File: src/rtl/core_pkg.sv
package core_pkg;

  typedef enum logic [1:0] {
    DRV_NONE = 2'b00,
    DRV_POS  = 2'b01,
    DRV_RSVD = 2'b10,
    DRV_NEG  = 2'b11
  } drive_e;

  typedef logic signed [1:0] unit_t;
  typedef logic signed [2:0] net_t;

  localparam net_t NET_SET = 3'sd2;
  localparam net_t NET_CLR = -3'sd2;

  function automatic unit_t decode_drive(input logic [1:0] code);
    unit_t amp;
    case (drive_e'(code))
      DRV_POS: amp = 2'sb01;
      DRV_NEG: amp = 2'sb11;
      default: amp = 2'sb00;
    endcase
    return amp;
  endfunction

endpackage

File: src/rtl/core_line_decode.sv
module core_line_decode
  import core_pkg::*;
#(
  parameter int N = 4
) (
  input  logic [2*N-1:0] code,
  output unit_t          amp [N],
  output logic           active
);

  logic [N-1:0] live;

  for (genvar i = 0; i < N; i++) begin : g_line
    always_comb begin
      amp[i]  = decode_drive(code[2*i +: 2]);
      live[i] = (amp[i] != 2'sb00);
    end
  end

  assign active = |live;

endmodule

File: src/rtl/core_cell.sv
module core_cell
  import core_pkg::*;
(
  input  logic  clk,
  input  logic  rst_n,
  input  logic  clr,
  input  logic  en,
  input  unit_t x_amp,
  input  unit_t y_amp,
  input  unit_t s_amp,
  output logic  flip
);

  logic q;
  logic q_d;
  logic ce;
  net_t net;

  always_comb begin
    net = {x_amp[1], x_amp} + {y_amp[1], y_amp} + {s_amp[1], s_amp};
    ce  = en | clr;
    q_d = q;
    if (clr)                 q_d = 1'b0;
    else if (net >= NET_SET) q_d = 1'b1;
    else if (net <= NET_CLR) q_d = 1'b0;
    flip = en & ~clr & (q_d ^ q);
  end

  always_ff @(posedge clk or negedge rst_n) begin
    if (!rst_n)  q <= 1'b0;
    else if (ce) q <= q_d;
  end

  // a sub-threshold net current leaves the core unchanged
  assert_half_hold_R2: assert property (@(posedge clk) disable iff (!rst_n)
    (en && !clr && (net < NET_SET) && (net > NET_CLR)) |=> $stable(q));

  // coincident current toward one
  assert_set_one_R3: assert property (@(posedge clk) disable iff (!rst_n)
    (!clr && (net >= NET_SET)) |=> q);

  // coincident current toward zero
  assert_set_zero_R3: assert property (@(posedge clk) disable iff (!rst_n)
    (!clr && (net <= NET_CLR)) |=> !q);

  // clear empties the core
  assert_clear_core_R7: assert property (@(posedge clk) disable iff (!rst_n)
    clr |=> !q);

endmodule

File: src/rtl/core_plane.sv
module core_plane
  import core_pkg::*;
#(
  parameter int X = 4,
  parameter int Y = 4
) (
  input  logic  clk,
  input  logic  rst_n,
  input  logic  clr,
  input  logic  en,
  input  unit_t x_amp [X],
  input  unit_t y_amp [Y],
  input  unit_t s_amp,
  output logic  flip_any
);

  localparam int CORES = X * Y;

  logic [CORES-1:0] flips;

  for (genvar ix = 0; ix < X; ix++) begin : g_col
    for (genvar iy = 0; iy < Y; iy++) begin : g_row
      core_cell u_cell (
        .clk   (clk),
        .rst_n (rst_n),
        .clr   (clr),
        .en    (en),
        .x_amp (x_amp[ix]),
        .y_amp (y_amp[iy]),
        .s_amp (s_amp),
        .flip  (flips[ix*Y + iy])
      );
    end
  end

  assign flip_any = |flips;

endmodule

File: src/rtl/coincident_core_stack.sv
module coincident_core_stack
  import core_pkg::*;
#(
  parameter int W = 4,
  parameter int X = 4,
  parameter int Y = 4
) (
  input  logic         clk,
  input  logic         rst_n,
  input  logic         clr,
  input  logic [2*X-1:0] x_drive,
  input  logic [2*Y-1:0] y_drive,
  input  logic [2*W-1:0] bit_drive,
  output logic [W-1:0]   sense_o
);

  logic [1:0]   rst_pipe;
  logic         rst_sync;
  unit_t        x_amp [X];
  unit_t        y_amp [Y];
  unit_t        s_amp [W];
  logic         x_act, y_act, s_act;
  logic         drive_en;
  logic [W-1:0] plane_flip;
  logic [W-1:0] sense_d;

  // asynchronous assert, synchronous release
  always_ff @(posedge clk or negedge rst_n) begin
    if (!rst_n) rst_pipe <= 2'b00;
    else        rst_pipe <= {rst_pipe[0], 1'b1};
  end
  assign rst_sync = rst_pipe[1];

  core_line_decode #(.N(X)) u_xdec (.code(x_drive),   .amp(x_amp), .active(x_act));
  core_line_decode #(.N(Y)) u_ydec (.code(y_drive),   .amp(y_amp), .active(y_act));
  core_line_decode #(.N(W)) u_sdec (.code(bit_drive), .amp(s_amp), .active(s_act));

  assign drive_en = x_act | y_act | s_act;

  for (genvar b = 0; b < W; b++) begin : g_plane
    core_plane #(.X(X), .Y(Y)) u_plane (
      .clk      (clk),
      .rst_n    (rst_sync),
      .clr      (clr),
      .en       (drive_en),
      .x_amp    (x_amp),
      .y_amp    (y_amp),
      .s_amp    (s_amp[b]),
      .flip_any (plane_flip[b])
    );
  end

  always_comb begin
    sense_d = plane_flip;
    if (clr) sense_d = '0;
  end

  always_ff @(posedge clk or negedge rst_sync) begin
    if (!rst_sync) sense_o <= '0;
    else           sense_o <= sense_d;
  end

  // with nothing driven, no sense pulse follows
  assert_quiet_sense_R5: assert property (@(posedge clk) disable iff (!rst_sync)
    (!clr && !drive_en) |=> (sense_o == '0));

  // clear never produces a sense pulse
  assert_clear_silent_R7: assert property (@(posedge clk) disable iff (!rst_sync)
    clr |=> (sense_o == '0));

endmodule

File: config.mk
export PLATFORM = sky130hd
export DESIGN_NAME = coincident_core_stack
export DESIGN_NICKNAME = d
export VERILOG_FILES = /design/src/rtl/core_pkg.sv /design/src/rtl/core_line_decode.sv /design/src/rtl/core_cell.sv /design/src/rtl/core_plane.sv /design/src/rtl/coincident_core_stack.sv
export SDC_FILE = /design/constraint.sdc
export NUM_CORES = 1
export LEC_CHECK = 0
export ABC_AREA = 1
export BUFFER_PORTS_ARGS = -buffer_cell sky130_fd_sc_hd__buf_2
export CAP_MARGIN = 20
export CORE_UTILIZATION = 65
export DETAILED_ROUTE_END_ITERATION = 6
export PLACE_DENSITY_LB_ADDON = 0.2
export SYNTH_ARGS = -nofsm -noshare
export SYNTH_HDL_FRONTEND = slang
export SYNTH_SLANG_ARGS = --single-unit
File: constraint.sdc
create_clock -name clk -period 2.35 [get_ports clk]
set_input_delay 0.3525 -clock clk [delete_from_list [all_inputs] [get_ports clk]]
set_output_delay 0.3525 -clock clk [all_outputs]
set_load 0.05 [all_outputs]
==> results.toml <==
[timing]
setup_viol = 6
worst_pin_slew_ns = 1.061
setup_ws_ns = -0.4533
drv_slew = 0
slew_headroom_pct = 29.30
clock.fmax_ghz = 0.3567
period_needed_ns = 2.803
hold_slack_ns = 0.2572
rsz0062_at_grt = "yes"
finClkSkew_ns = 0.006688
finalCritPeriodShare_pct = 119.3
hold_violations = 0
setup-tns-final_ns = -1.579

[die]
io_pins = 31
num_rows = 44
core_area_um2 = 14700
die-width_um = 125.5
dieArea_um2 = 15760
fp.dieH_um = 125.5
start_util_pct = 67.48

[worst_setup_path]
critical_path.slowest_cell = "fa_2"
cp.arrival_ns = 3.04
ff2ff_path_depth = 8
path_class = "in2reg"
cp_max_fo = 5
timing.critical_path.cells = "buf_2, buf_12, ha_4, fa_2, buf_4, buf_6, fa_2, nand3_1, nand3_1, nand2_1, nand2_1, nand3_1, nand4_1, nor2_2, nand2_1"
critPathMaxStageDelay_ns = 0.61
crit_required_ns = 2.59
end_kind = "flip-flop"
reg2reg_setup_slack_ns = 0.75
reg2reg_from = "g_plane[0].u_plane.g_col[2].g_row[3].u_cell.q"
worstReg2RegEnd = "sense_o[0]"
start_kind = "input port"

[detailed_routing]
drt-total-wl_um = 32510
vias_per_cell = 5.978
dr_total_vias = 11178
ant_nets = 0
dr.pass1.iters = 7
drt-initial-drc-count = 1159
remaining_drc_errors = 4
wl_per_cell_um = 17.38

[power]
vdd_drop_max_mv = 0.4498
powerDensity_nw_per_um2 = 560.4
p_leak_nw = 6.336

[grt]
grt_max_degree = 66
overflow = 0
grt_pass1_vias = 10918
antenna_found_initial = 0
grt_first_pass_wirelength_um = 51990
grtUsageTotal_pct = 42.10

[outcome]
status = "finished with violations"
failed_checks = "design-rule violations, negative setup slack"

[final_layout]
syn2layout_area_growth_pct = 24.42
final_cell_area_um2 = 12340
fin_cells = 1870
drive_above_1_share_pct = 20.17
n_fill_cell = 912
antennaDiodeCount = 0
final_nets = 1873

[logic_synthesis]
synth_nets = 1708
ys_seq_area_share_pct = 17.66
ys_warn_count = 0
yosys_register_bits = 70
netlist_instances = 1517
synth_area_um2 = 9920
yosysUniqueCellTypes = 25
avgSynthCellArea_um2 = 6.539

[clocking]
tritoncts = "built"
clock-sinks = 70
numCtsBuffers = 9
clkLatencyLatePin_ns = 0.36
cts.clk_slew.worst_paths_ns = 0.06
cts-root-buf = "clkbuf_16"
cts_max_level = 3
clk_path_buf_depth = 2

[placed_design]
place_area_um2 = 11470
gp_congestion = 0.8686
io_buffers = 30
dp_cells = 1824
dp.final_hpwl_um = 21430

[min_path]
hp-class = "reg2async"

[run]
max_cap_viol_count = 0
cells in the mapped netlist:
| cell type | number | share of area, % |
|---|---|---|
| nand4_1 | 1 | 0.063 |
| nand3b_1 | 5 | 0.38 |
| nand3_1 | 317 | 16 |
| clkbuf_2 | 6 | 0.30 |
| fa_1 | 84 | 17 |
| nor2_4 | 1 | 0.11 |
| conb_1 | 1 | 0.038 |
| or2_2 | 1 | 0.063 |
| o21ai_1 | 22 | 1.1 |
| nor2_8 | 1 | 0.20 |
| clkbuf_1 | 12 | 0.45 |
| nand2_1 | 513 | 19 |
| ha_1 | 80 | 10 |
| nand3_2 | 1 | 0.10 |
| nor2_1 | 133 | 5.0 |
| nor3_4 | 1 | 0.16 |
| inv_1 | 184 | 7.0 |
| dfrtp_1 | 70 | 18 |
| buf_2 | 12 | 0.61 |
| a21oi_1 | 6 | 0.30 |
| nand2_2 | 4 | 0.25 |
| o21ai_0 | 42 | 2.1 |
| buf_6 | 7 | 0.79 |
| buf_4 | 9 | 0.68 |
| inv_2 | 4 | 0.15 |
cell usage in the layout, fill, tap and decap left out, types with 27 or more instances in the layout:
cell	count
buf_4	141
dfrtp_1	69
fa_1	40
fa_2	44
ha_1	65
inv_1	171
nand2_1	497
nand3_1	304
nor2_1	123
o21ai_0	34
o21ai_1	27
registers in the layout, indices dropped and copies added, names as in the netlist:
register / count
rst_pipe: 2
sense_o: 4
g_plane.u_plane.g_col.g_row.u_cell.q: 64
cell type report:
class	instances	area [µm²]	share of cell area, %
clock buffers	15	287.8	2.332
repair buffers	200	1748	14.16
inverters	188	710.7	5.758
well taps	184	230.2	1.865
flip-flops and latches	70	1755	14.22
multi-input cells	1213	7610	61.66
layer usage:
| metal | share of wire (%) | track usage [%] | vias to the layer above |
|---|---|---|---|
| met2 | 46 | 70.07 | 684 |
| met3 | 11 | 7.317 | 237 |
| met4 | 7.7 | 28.05 | 0 |
| met1 | 35 | 50.15 | 5088 |
| met5 | 0 | 0 | - |
| li1 | - | - | 5169 |
report_power, final:
group / switching (mW) / total, mW / internal [mW] / leakage (nW)
Clock: 0.567 / 1.39 / 0.827 / 0.142
Sequential: 0.267 / 1.66 / 1.40 / 0.914
Combinational: 2.23 / 3.86 / 1.62 / 5.28
kinds of logic (layout without fill, tap and decap cells):
kind of cell             after synthesis  count (layout)  synth area share, %
AND/OR/NAND/NOR                      978             978                41.78
flip-flops                            70              70                17.66
AO/OA/AOI/OAI                         70              70                3.532
other                                  1               1              0.03780
adder cells (fa/ha/maj)              164             164                27.04
buffers and inverters                234             403                9.952
timing repair:
item / 4_1_cts / 5_1_grt
resized for setup: 52 / 63
pin swaps: 49 / 36
endpoints found under the hold margin: 2 / 0
setup endpoints to repair: 4 / 18
setup buffers: 17 / 14
hold buffers: 1 / 0
per-stage QoR:
step                total power [mW]  setup WS, ns  util (%)
floorplan                      3.992       -0.1659         -
global placement               4.875       -0.7241     78.04
detailed placement             5.042       -0.7640     78.04
CTS                            6.605       -0.1939     82.05
global route                   7.436       -0.5423     83.96
finish                         6.916       -0.4533     83.96
worst max-delay path, delay by kind of cell:
family / cells / cell delay [ns]
buffers and inverters: 4 / 0.51
adders and majority gates: 3 / 1.20
and+or+nand+nor: 8 / 0.98
how the worst max path moves through the flow:
| stage | from | to | slack [ns] | cells past startpoint |
|---|---|---|---|---|
| after detailed placement | y_drive[2] | sense_o[1] | -0.76 | 18 |
| after global placement | y_drive[2] | sense_o[1] | -0.72 | 18 |
| final | y_drive[4] | sense_o[0] | -0.45 | 15 |
| after CTS | x_drive[4] | sense_o[2] | -0.19 | 16 |
| after global routing | y_drive[4] | sense_o[0] | -0.54 | 15 |
| after floorplan | x_drive[4] | sense_o[2] | -0.17 | 15 |
(Power assumes the default switching activity.)
